File: src/rtl/fifo_lvl_pkg.sv
package fifo_lvl_pkg;

  localparam int STS_W   = 6;
  localparam int RX_BIT  = 4;
  localparam int TX_BIT  = 5;
  localparam int CODE_MAX = 4;

  // Codes above CODE_MAX are reserved and never match.
  function automatic bit code_ok(input logic [2:0] code);
    return int'(code) <= CODE_MAX;
  endfunction

  // Fill threshold in eighths of the queue depth.
  function automatic int fill_eighths(input logic [2:0] code);
    case (code)
      3'd0:    return 1;
      3'd1:    return 2;
      3'd2:    return 4;
      3'd3:    return 6;
      default: return 7;
    endcase
  endfunction

  // Level the count must land on; draining queues mirror the filling ones.
  function automatic int trig_level(input int depth, input logic [2:0] code,
                                    input bit rising);
    int fill;
    fill = depth * fill_eighths(code) / 8;
    return rising ? fill : depth - fill;
  endfunction

endpackage

File: src/rtl/fifo_lvl_cross.sv
module fifo_lvl_cross #(
  parameter int DEPTH  = 16,
  parameter int CW     = 5,
  parameter bit RISING = 1'b1
) (
  input  logic          clk,
  input  logic          rst_n,
  input  logic [CW-1:0] level,
  input  logic [2:0]    sel,
  output logic          hit
);
  import fifo_lvl_pkg::*;

  logic [CW-1:0] prev_q;
  logic [CW-1:0] target;
  logic [CW-1:0] origin;

  always_ff @(posedge clk) begin
    if (!rst_n) prev_q <= '0;
    else        prev_q <= level;
  end

  always_comb target = CW'(trig_level(DEPTH, sel, RISING));

  generate
    if (RISING) begin : g_fill
      always_comb origin = CW'(trig_level(DEPTH, sel, RISING) - 1);
    end else begin : g_drain
      always_comb origin = CW'(trig_level(DEPTH, sel, RISING) + 1);
    end
  endgenerate

  always_comb hit = code_ok(sel) && (prev_q == origin) && (level == target);

endmodule

File: src/rtl/fifo_lvl_sticky.sv
module fifo_lvl_sticky (
  input  logic clk,
  input  logic rst_n,
  input  logic set,
  input  logic clr,
  output logic q
);
  always_ff @(posedge clk) begin
    if (!rst_n)   q <= 1'b0;
    else if (set) q <= 1'b1;
    else if (clr) q <= 1'b0;
  end
endmodule

File: src/rtl/fifo_level_irq.sv
module fifo_level_irq #(
  parameter int DEPTH = 16,
  localparam int CW   = $clog2(DEPTH + 1)
) (
  input  logic          clk,
  input  logic          rst_n,
  input  logic [CW-1:0] rx_level,
  input  logic [CW-1:0] tx_level,
  input  logic [2:0]    rx_sel,
  input  logic [2:0]    tx_sel,
  input  logic [5:0]    irq_mask,
  input  logic          ack_wr,
  input  logic [5:0]    ack_bits,
  output logic [5:0]    raw_status,
  output logic [5:0]    masked_status,
  output logic          irq
);
  import fifo_lvl_pkg::*;

  logic rx_hit, tx_hit;
  logic [STS_W-1:0] set_vec;

  fifo_lvl_cross #(.DEPTH(DEPTH), .CW(CW), .RISING(1'b1)) u_rx_cross (
    .clk(clk), .rst_n(rst_n), .level(rx_level), .sel(rx_sel), .hit(rx_hit)
  );

  fifo_lvl_cross #(.DEPTH(DEPTH), .CW(CW), .RISING(1'b0)) u_tx_cross (
    .clk(clk), .rst_n(rst_n), .level(tx_level), .sel(tx_sel), .hit(tx_hit)
  );

  generate
    for (genvar i = 0; i < STS_W; i++) begin : g_bit
      if (i == RX_BIT) begin : g_rx
        assign set_vec[i] = rx_hit;
      end else if (i == TX_BIT) begin : g_tx
        assign set_vec[i] = tx_hit;
      end else begin : g_none
        assign set_vec[i] = 1'b0;
      end
      fifo_lvl_sticky u_flag (
        .clk(clk), .rst_n(rst_n), .set(set_vec[i]),
        .clr(ack_wr & ack_bits[i]), .q(raw_status[i])
      );
    end
  endgenerate

  always_comb begin
    masked_status = raw_status & irq_mask;
    irq           = |masked_status;
  end

endmodule

File: config.mk
export PLATFORM = sky130hd
export DESIGN_NAME = fifo_level_irq
export DESIGN_NICKNAME = d
export VERILOG_FILES = /design/src/rtl/fifo_lvl_pkg.sv /design/src/rtl/fifo_lvl_cross.sv /design/src/rtl/fifo_lvl_sticky.sv /design/src/rtl/fifo_level_irq.sv
export SDC_FILE = /design/constraint.sdc
export NUM_CORES = 1
export LEC_CHECK = 0
export BUFFER_PORTS_ARGS = -buffer_cell sky130_fd_sc_hd__buf_2
export CORE_ASPECT_RATIO = 1.4
export CORE_MARGIN = 5
export CORE_UTILIZATION = 30
export DETAILED_ROUTE_END_ITERATION = 12
export GPL_ROUTABILITY_DRIVEN = 0
export REMOVE_ABC_BUFFERS = 1
export SYNTH_ARGS = -nofsm -noshare
export SYNTH_HDL_FRONTEND = slang
export SYNTH_SLANG_ARGS = --single-unit
File: constraint.sdc
create_clock -name clk -period 2.1 [get_ports clk]
set_clock_uncertainty 0.15 [all_clocks]
set_input_delay 0.105 -clock clk [delete_from_list [all_inputs] [get_ports clk]]
set_output_delay 0.105 -clock clk [all_outputs]
set_load 0.01 [all_outputs]
# Yosys cells after proc, flatten, opt, wreduce, memory -nomap -nowiden
# Cells that the tools add are included.
# classes
eq_ne	10
muxes	6
n_shift	0
bitwise	3
reduce_logical	9
mul	0
order_cmp	2
n_div	0
add_sub_neg	3
# op_table
op	n
case mux 3 bit (4 select lines)	2
equality test 5 bit	3
equality test 3 x 2 -> 1 bit, second input constant	4
AND 6 bit	1
equality test 3 x 1 -> 1 bit, second input constant	2
less-or-equal comparator 3 bit, second input constant	2
logical NOT 3 bit	2
OR reduction 6 bit	1
adder 5 x 2 -> 5 bit, second input constant	1
equality test 5 x 4 -> 1 bit	1
subtractor 4 x 1 -> 5 bit, second input constant	1
subtractor 5 x 4 -> 5 bit, first input constant	1
logical AND 1 bit	4
two-way mux 1 bit	4
nonzero test 2 bit	2
AND 1 bit	2
# totals
in_bits	31
elab_cells	37
mem_bits_ro	0
memories	0
regBits	12
mem_bits_rw	0
latch_bits	0
out_inout_bits	13

# Longest topological paths before layout
# Gate-level depths: netlist of the first run.
# depth
ltp_word	8
ltp_mapped	7
mapped_depth_nobuf	7

# Modules after synthesis
# From an unflattened synthesis of the first run, not the netlist that was laid out.
# hier_totals
cells_unflattened	87
hier_area_um2	854.6
# by_module_without_submodules
module	area_each_um2	instances	seq_area_each_um2	cells_per_inst
fifo_lvl_cross at u_rx_cross	261.5	1	100.1	28
fifo_lvl_sticky	41.3	6	20.0	3
fifo_lvl_cross at u_tx_cross	236.5	1	100.1	25
fifo_level_irq	108.9	1	0.0	16

# Worst setup path before layout of the first run
# No wires, ideal clock.
# synth_path
path_kind	input -> register
startpoint	input tx_sel[0]
endpoint	register g_bit[5].u_flag.q
setup_time_ns	0.084
n_path_buf	0
t_arrival_ns	1.166
required_ns	1.866
path_slack_ns	0.700
path_stages	7
cell_sequence	nor2_1 > nor2_1 > ha_1 > or3_1 > a21oi_1 > a31oi_1 > o31ai_2
# synth_via
elab_chain_cells	8
elab_cells_between_ends	14
classes_between	add/sub: 2; order compare: 1; eq/ne: 5; mux: 2; reduce/logical: 4
# synth_rtl
item	line	text
start: declaration	fifo_level_irq.sv:10	input logic [2:0] tx_sel,
equality test 3 x 2 -> 1 bit, or another cell as far along	fifo_lvl_pkg.sv:15	case (code)
case mux 3 bit (4 select lines)	fifo_lvl_pkg.sv:15	
subtractor 5 x 4 -> 5 bit	fifo_lvl_pkg.sv:29	return rising ? fill : depth - fill;
adder 5 x 2 -> 5 bit	fifo_lvl_cross.sv:29	always_comb origin = CW'(trig_level(DEPTH, sel, RISING) + 1);
equality test 5 bit	fifo_lvl_cross.sv:33	always_comb hit = code_ok(sel) && (prev_q == origin) && (level == target);
logical AND 1 bit	fifo_lvl_cross.sv:33	
logical AND 1 bit (*)	fifo_lvl_cross.sv:33	
two-way mux 1 bit / nonzero test 2 bit (equally long branches)	-	
end signal: assignment	fifo_lvl_sticky.sv:9	if (!rst_n) q <= 1'b0;
end signal: assignment	fifo_lvl_sticky.sv:10	else if (set) q <= 1'b1;
end signal: assignment	fifo_lvl_sticky.sv:11	else if (clr) q <= 1'b0;
end: declaration	fifo_lvl_sticky.sv:6	output logic q
# Every way passes the cells marked *; elsewhere a longest branch is shown, timed or not.
# A chain may end at the register's enable or synchronous reset.

# Worst setup path after layout of the first run
# layout_path
startpoint	input rx_level[0]
endpoint	register g_bit[4].u_flag.q
# layout_via
elab_chain_cells	3
elab_cells_between_ends	4
classes_between	eq/ne: 1; mux: 1; reduce/logical: 2
# layout_rtl
item	line	text
start: declaration	fifo_level_irq.sv:7	input logic [CW-1:0] rx_level,
equality test 5 x 4 -> 1 bit (*)	fifo_lvl_cross.sv:33	
logical AND 1 bit (*)	fifo_lvl_cross.sv:33	
two-way mux 1 bit / nonzero test 2 bit (equally long branches)	-	
end signal: assignment	fifo_lvl_sticky.sv:9	
end signal: assignment	fifo_lvl_sticky.sv:10	
end signal: assignment	fifo_lvl_sticky.sv:11	
end: declaration	fifo_lvl_sticky.sv:6	
# Marked as above.

==> results of run 1 <==
## cell usage after synthesis, types with 2 or more instances
cell      n  share of area, %
nor4b_1   2               2.7
nand2_1   3               1.7
o21ai_0   3               2.3
xnor2_1   2               2.7
a31oi_1   2               1.9
nor2b_1   2               1.9
a21oi_1   3               2.3
ha_1      2               3.8
and2_1   12                11
buf_4    10                11
dfxtp_1  12                36
nor2_1    8               4.6
nor3_1    2               1.5
nand3_1   2               1.5
## worst paths after layout
check / start / to / slack [ns]
hold / removal: ack_wr / g_bit[4].u_flag.q / 0.006
setup reg to reg: u_rx_cross.prev_q[4] / g_bit[4].u_flag.q / 0.82
setup / recovery: rx_level[0] / g_bit[4].u_flag.q / 0.64
hold reg to reg: g_bit[4].u_flag.q / g_bit[4].u_flag.q / 0.34
## worst max-delay path, cell delays in order
cell and delay, ns:
dlygate4sd3_1 0.53, buf_2 0.12, nor4b_1 0.30, o2111ai_1 0.17, o31ai_1 0.26
## sequential cells by signal, indices dropped and copies added (netlist names)
signal,count
u_rx_cross.prev_q,5
u_tx_cross.prev_q,5
g_bit.u_flag.q,2
## power groups by stage
| stage | Combinational [W] | Sequential (W) | Clock (W) |
|---|---|---|---|
| detailed placement | 0.0000754 | 0.000247 | 0 |
| global route | 0.000104 | 0.000242 | 0.000197 |
| finish | 0.0000921 | 0.000241 | 0.000178 |
| global placement | 0.0000732 | 0.000246 | 0 |
| floorplan | 0.0000406 | 0.000246 | 0 |
| CTS | 0.0000928 | 0.000241 | 0.000181 |
## final cells by class
class / count / area share, %
Multi-Input combinational cell: 62 / 39.6
Sequential cell: 12 / 25.9
Tap cell: 22 / 2.97
Timing Repair Buffer: 39 / 27.6
Clock buffer: 4 / 3.92
## timing repair
action                                  4_1_cts  5_1_grt
endpoints found under the hold margin        12        0
endpoints found under the setup margin        0        0
resized for setup                             0        0
setup buffers                                 0        0
hold buffers                                 12        0
## metal layers
layer  GRT usage, %  vias up
li1               -      328
met5              0        -
met3           4.31        2
met2           13.7       15
met1           9.34      287
met4           4.92        0
## through the flow
stage,setup WS (ns),hold slack (ns)
2_1_floorplan,0.700,0.0767
3_3_place_gp,0.541,0.171
3_5_place_dp,0.505,0.184
4_1_cts,0.624,0.0104
5_1_grt,0.546,0.0255
6_report,0.640,0.00561
## cells by family after synthesis
group           Yosys count  share of synthesized area (%)
buf+inv                  11                           12.0
compound gates           12                           12.0
other cells               1                          0.569
simple gates             37                           31.1
fa+ha+maj                 2                           3.79
xor+xnor                  2                           2.66
flops                    12                           36.4
mux                       1                           1.52
==> impl_metrics.tcl, run 1 <==
set metrics [dict create \
    root_buffer "clkbuf_4" \
    synth_cells 78 \
    dieWidth_um 49.6 \
    dp_cells 123 \
    seqPwrFrac_pct 47.2 \
    rows 20 \
    status "finished clean" \
    grt-ovfl-total 0 \
    powerDensity_nw_per_um2 552 \
    area_growth_pct 40.4 \
    die_h_um 65.5 \
    leakage_nw 0.432 \
    power_w 0.000511 \
    grt_use_total_pct 8.72 \
    htreeDepth 1 \
    clockPowerShare_pct 34.8 \
    drive_above_1_share_pct 28.2 \
    via_count 632 \
    final_max_slew_viol_count 0 \
    cts_tree "built" \
    p_switching_w 0.000118 \
    drc 0 \
    fin_tns_setup_ns 0 \
    r2r_cells 3 \
    netlist_area_um2 659 \
    internal_power_w 0.000393 \
    cts.clk_slew.worst_paths_ns 0.07 \
    routed_wl_um 1370 \
    ir_drop_v 0.000252 \
    finalNetCount 151 \
    die-area_um2 3250 \
    seq_area_um2 240 \
    layout_common_cells "buf_2 (27), and2_1 (12), dfxtp_1 (12), dlygate4sd3_1 (12)" \
    wl_met1_um 522 \
    finalCriticalPeriod_ns 1.46 \
    routedWlPerCell_um 9.87 \
    place_area_um2 769 \
    crit_arrival_ns 1.49 \
    cts.path.max_buffers 2 \
    dr.pass1.iters 4 \
    period_share_pct 69.5 \
    ys_ff_latch 12 \
    rsz0062_at_grt "false" \
    cts-buffers-inserted 3 \
    final_common_cell "buf_2" \
    finalSetupViolations 0 \
    crit_fanout 2 \
    worst-setup-path-type "input port to register" \
    ys_types 27 \
    async_flop_share_pct 0 \
    wl_met2_um 713 \
    drtIter0Drc 11 \
    cp_data_required_time_ns 2.13 \
    vias_per_cell 4.55 \
    antenna_found_initial 0 \
    grt_pass1_wl_um 2210 \
    cp-start-kind "input port" \
    finalInstanceArea_um2 926 \
    io_buffers 27 \
    synth_warnings 0 \
    end_kind "register" \
    core_um2 2150 \
    multi_input_area_um2 367 \
    synth_area_per_cell_um2 8.45 \
    ant_nets 0 \
    wl_met3_um 117 \
    dp_hpwl_um 1090 \
    nFillCells 222 \
    final_util_pct 43.0 \
    grt_max_degree 15 \
    fin_cells 139 \
    pwr-share-comb_pct 18.0 \
    final_hold_viol_count 0 \
    highest_layer "met4" \
    maxCapViolations 0 \
    synth_edf_count 0 \
    grt_pass1_vias 543 \
    synth-seq-area-share_pct 36.4 \
    cts.sinks 12 \
    clock_latency_ns 0.26 \
    hold-path-cell-count 4 \
    ys.flop_type "dfxtp_1" \
    initial_utilization_pct 30.6 \
    diodes 0 \
    fmax_mhz 685 \
    switching_share_pct 23.0 \
    io-pin-count 44 \
    hold_class "input port to register" \
]
No activity file was read; power rests on OpenSTA's default activity.
==> run 2: changes to the inputs <==
- clock period: 2.1 -> 1.2 ns (I/O delays scaled with it)
==> run 2 against run 1 <==
Compared with the run above:
- the run now ends with negative hold slack, negative setup slack left
- sequential share of layout area decreased by 3.5 points
- cell area grew 17%
- die area unchanged
- worst hold slack worse by 0.073 ns
- first-iteration DRC count decreased by 73%
- setup slack got worse by 0.74 ns
- largest cell class unchanged
- largest power group unchanged
==> impl_metrics.tcl, run 2 (synthesis gave the netlist of run 1 again) <==
set metrics [dict create \
    crit_family "simple AND/OR/NAND/NOR gates" \
    dr.pass1.iters 4 \
    setup_slack_ns -0.102 \
    cp_data_required_time_ns 0.99 \
    grt_pass1_wl_um 2840 \
    cts.path.max_buffers 2 \
    hold_class "input port to register" \
    cp_slowest_cell "dfxtp_2" \
    power_w 0.000961 \
    core_um2 2150 \
    final_max_slew_viol_count 0 \
    maxCapViolations 0 \
    via_count 704 \
    dieWidth_um 49.6 \
    fin_cells 151 \
    die-area_um2 3250 \
    final_hold_viol_count 2 \
    fmax_mhz 768 \
    drtIter0Drc 3 \
    crit_fanout 3 \
    clock_latency_ns 0.28 \
    place_area_um2 837 \
    ir_drop_v 0.000364 \
    die_h_um 65.5 \
    crit_buf_inv 1 \
    antenna_found_initial 0 \
    violations "negative hold slack, negative setup slack" \
    dp_hpwl_um 1210 \
    finalCriticalPeriod_ns 1.30 \
    htreeDepth 1 \
    finalNetCount 163 \
    cp.depth 3 \
    diodes 0 \
    crit_arrival_ns 1.09 \
    status "complete, but fails checks" \
    critPathMaxStageDelay_ns 0.33 \
    io-pin-count 44 \
    hold-path-cell-count 4 \
    grt_max_degree 14 \
    drc 0 \
    finalInstanceArea_um2 1080 \
    grt_use_total_pct 11.3 \
    powerDensity_nw_per_um2 889 \
    worst-setup-path-type "register to primary output" \
    period_share_pct 108 \
    ant_nets 0 \
    vias_per_cell 4.66 \
    rows 20 \
    cts.sinks 12 \
    cts.clk_slew.worst_paths_ns 0.08 \
    layout_common_cells "buf_2 (25), dlygate4sd3_1 (13), and2_1 (10), buf_4 (10), dfxtp_1 (10)" \
    leakage_nw 0.503 \
    reg_top3 "u_rx_cross.prev_q (5), u_tx_cross.prev_q (5), g_bit.u_flag.q (2)" \
    cp-start-kind "register" \
    initial_utilization_pct 30.6 \
    rsz0062_at_grt "true" \
    fin_tns_setup_ns -0.146 \
    final_common_cell "buf_2" \
    finalHoldWorstSlack_ns -0.0673 \
    io_buffers 27 \
    finalSetupViolations 2 \
    cts_tree "built" \
    grt_pass1_vias 698 \
    cts-buffers-inserted 3 \
    drive_above_1_share_pct 42.6 \
    routedWlPerCell_um 11.6 \
    end_kind "primary output" \
    area_growth_pct 63.9 \
    routed_wl_um 1750 \
    crit_chain "and2_4 > or2_4 > buf_6" \
    root_buffer "clkbuf_4" \
    dp_cells 132 \
    grt-ovfl-total 0 \
    r2r_cells 3 \
]
run 2: through the flow:
step / hold slack (ns) / setup WS (ns) / utilization, %
after global routing: -0.0675 / -0.140 / 50.2
final: -0.0673 / -0.102 / 50.2
after floorplan: 0.0317 / -0.155 / -
after global placement: 0.132 / -0.280 / 38.9
after detailed placement: 0.134 / -0.300 / 38.9
after CTS: -0.0206 / -0.100 / 48.3
run 2: final timing paths:
kind / endpoint / from / slack [ns]
hold / removal: g_bit[4].u_flag.q / rx_level[0] / -0.07
setup / recovery: irq / g_bit[4].u_flag.q / -0.10
setup reg to reg: g_bit[5].u_flag.q / u_tx_cross.prev_q[1] / 0.06
hold reg to reg: g_bit[4].u_flag.q / g_bit[4].u_flag.q / 0.33
run 2: worst min-delay path: cells and delay by family:
| kind | cells | cell delay (ns) |
|---|---|---|
| compound gates | 2 | 0.13 |
| buf+inv | 1 | 0.10 |
| simple gates | 1 | 0.04 |
run 2: area by class of cell:
type / instances / area, µm²
flip-flops and latches: 12 / 243
well taps: 22 / 27.5
repair buffers: 51 / 368
multi-input cells: 62 / 407
fillers: 216 / 1070
clock buffers: 4 / 36.3
run 2: repair_timing:
action,in CTS,in global routing
endpoints found under the hold margin,12,5
hold buffers,13,3
endpoints found under the setup margin,3,3
pin swaps,0,6
setup buffers,1,0
resized for setup,7,13
run 2: routing by layer:
metal  wire, µm  track usage, %  share of wire (%)  vias to the layer above
met5          0               0                  0                        -
met4         78            9.84                4.5                        0
li1           -               -                  -                      353
met2        929            18.0                 53                       22
met3        129            3.63                7.4                        9
met1        608            11.6                 35                      320
run 2: power by group:
part	switching [W]	total, W	internal [W]
Combinational	0.0000871	0.000207	0.000120
Clock	0.000146	0.000331	0.000185
Sequential	0.00000745	0.000423	0.000416
Total	0.000241	0.000961	0.000721
==> run 3: changes to the inputs <==
- clock period: 1.2 -> 1.15 ns (I/O delays scaled with it)
==> run 3 against run 2 <==
Compared with the run above:
- the run still ends with negative hold slack, negative setup slack left
- clock-buffer cell count did not move
- highest routed layer unchanged
- sequential power rose by 4%
- global-route usage rose by 0.10 points
- largest cell class unchanged
==> impl_metrics.tcl, run 3 (synthesis gave the netlist of run 1 again) <==
set metrics [dict create \
    cts-buffers-inserted 3 \
    initial_utilization_pct 30.6 \
    die-area_um2 3250 \
    rr_startpoint "u_rx_cross.prev_q[4]" \
    setup_slack_ns -0.146 \
    crit_arrival_ns 1.09 \
    finalCriticalPeriod_ns 1.30 \
    routed_wl_um 1760 \
    maxCapViolations 0 \
    finalNetCount 163 \
    rsz0062_at_grt "true" \
    r2r_end "g_bit[4].u_flag.q" \
    pre_cts_slack_ns -0.348 \
    clock_latency_ns 0.28 \
    finalSetupViolations 3 \
    grt_use_total_pct 11.4 \
    diodes 0 \
    layout_common_cells "buf_2 (26), dlygate4sd3_1 (13), buf_4 (11)" \
    status "complete, but fails checks" \
    final_common_cell "buf_2" \
    cts_tree "built" \
    crit_buf_inv 1 \
    violations "negative hold slack, negative setup slack" \
    seqPwrFrac_pct 43.7 \
    dieWidth_um 49.6 \
    finalHoldWorstSlack_ns -0.0586 \
    ant_nets 0 \
    io-pin-count 44 \
    cts.path.max_buffers 2 \
    internal_power_w 0.000751 \
    powerDensity_nw_per_um2 930 \
    r2r_cells 3 \
    final_util_pct 50.5 \
    hold-path-endpoint "g_bit[4].u_flag.q" \
    drtIter0Drc 6 \
    hold_class "input port to register" \
    grt-ovfl-total 0 \
    io_buffers 27 \
    crit_chain "and2_4 > or2_4 > buf_6" \
    crit_family "simple AND/OR/NAND/NOR gates" \
    period_share_pct 113 \
    r2r_slack_ns -0.03 \
    htreeDepth 1 \
    worst-setup-path-type "register to primary output" \
    antenna_found_initial 0 \
    vias_per_cell 4.68 \
    leakage_nw 0.498 \
    crit_fanout 2 \
    cp_data_required_time_ns 0.94 \
    dp_hpwl_um 1190 \
    die_h_um 65.5 \
    clockPowerShare_pct 34.6 \
    root_buffer "clkbuf_4" \
    grt_pass1_wl_um 2870 \
    final_hold_viol_count 2 \
    cts.sinks 12 \
    via_count 706 \
    switching_share_pct 25.7 \
    routedWlPerCell_um 11.7 \
    drive_above_1_share_pct 43.4 \
    dr.pass1.iters 3 \
    area_growth_pct 64.9 \
    ir_drop_v 0.000451 \
    hold-path-cell-count 4 \
    core_um2 2150 \
    grt_pass1_vias 679 \
    pwr-share-comb_pct 21.8 \
    reg_top3 "u_rx_cross.prev_q (5), u_tx_cross.prev_q (5), g_bit.u_flag.q (2)" \
    cts.clk_slew.worst_paths_ns 0.08 \
    cp-start-kind "register" \
    p_switching_w 0.000260 \
    crit_start "g_bit[4].u_flag.q" \
    hold_path.startpoint "rx_level[0]" \
    rows 20 \
    drc 0 \
    fmax_mhz 771 \
    final_max_slew_viol_count 0 \
    grt_max_degree 14 \
    end_kind "primary output" \
    critPathMaxStageDelay_ns 0.33 \
    cp_slowest_cell "dfxtp_2" \
]
==> run 3: cell counts in the layout (fill, tap and decap cells not counted) <==
No cell type changed its count.
==> run 3: cell type report <==
| cell class | instances | area (µm²) |
|---|---|---|
| clock buffers | 4 | 36.3 |
| repair buffers | 51 | 354 |
| flip-flops and latches | 12 | 243 |
| fillers | 212 | 1060 |
| multi-input cells | 62 | 427 |
| well taps | 22 | 27.5 |
==> run 3: worst max-delay path by stage <==
| stage | endpoint | slack (ns) | cells past startpoint |
|---|---|---|---|
| finish | irq | -0.15 | 3 |
| global route | g_bit[4].u_flag.q | -0.18 | 5 |
| CTS | irq | -0.14 | 3 |
| detailed placement | g_bit[5].u_flag.q | -0.35 | 8 |
| global placement | g_bit[5].u_flag.q | -0.33 | 8 |
| floorplan | g_bit[5].u_flag.q | -0.20 | 7 |
==> run 3: worst register-to-register path: cells and delay by family (launching register included) <==
family | cells | cell delay [ns]
AOI/OAI and AO/OA | 2 | 0.39
DFF | 1 | 0.32
and+or+nand+nor | 1 | 0.23
==> run 3: routing by layer <==
metal | part of all wire (%) | wire (µm) | global-route usage (%) | vias to the layer above
met5 | 0 | 0 | 0 | -
met4 | 3.3 | 59 | 8.85 | 0
met1 | 34 | 598 | 11.3 | 326
li1 | - | - | - | 353
met3 | 6.6 | 116 | 3.85 | 7
met2 | 56 | 990 | 19.1 | 20
==> run 3: repair_timing <==
| action | 4_1_cts | 5_1_grt |
|---|---|---|
| setup buffers | 1 | 0 |
| setup endpoints to repair | 3 | 3 |
| pin swaps | 3 | 10 |
| endpoints found under the hold margin | 12 | 6 |
| gates resized for setup | 10 | 9 |
| hold buffers | 13 | 4 |
==> run 3: metrics by stage <==
stage | cell area, µm² | cells | power [W] | setup TNS (ns) | hold slack [ns]
final | 1090 | 151 | 0.00101 | -0.324 | -0.0586
after global routing | 1090 | 151 | 0.00107 | -0.461 | -0.0521
after CTS | 1040 | 150 | 0.000996 | -0.389 | 0.0463
after detailed placement | 837 | 132 | 0.000613 | -0.651 | 0.133
after global placement | 837 | 132 | 0.000609 | -0.607 | 0.130
after floorplan | 607 | 74 | 0.000523 | -0.331 | 0.0292
==> run 3: power groups by stage <==
| stage | registers, W | clock network, W | logic [W] |
|---|---|---|---|
| CTS | 0.000441 | 0.000353 | 0.000201 |
| floorplan | 0.000449 | 0 | 0.0000741 |
| global placement | 0.000450 | 0 | 0.000159 |
| detailed placement | 0.000451 | 0 | 0.000162 |
| global route | 0.000444 | 0.000384 | 0.000247 |
| finish | 0.000442 | 0.000350 | 0.000220 |
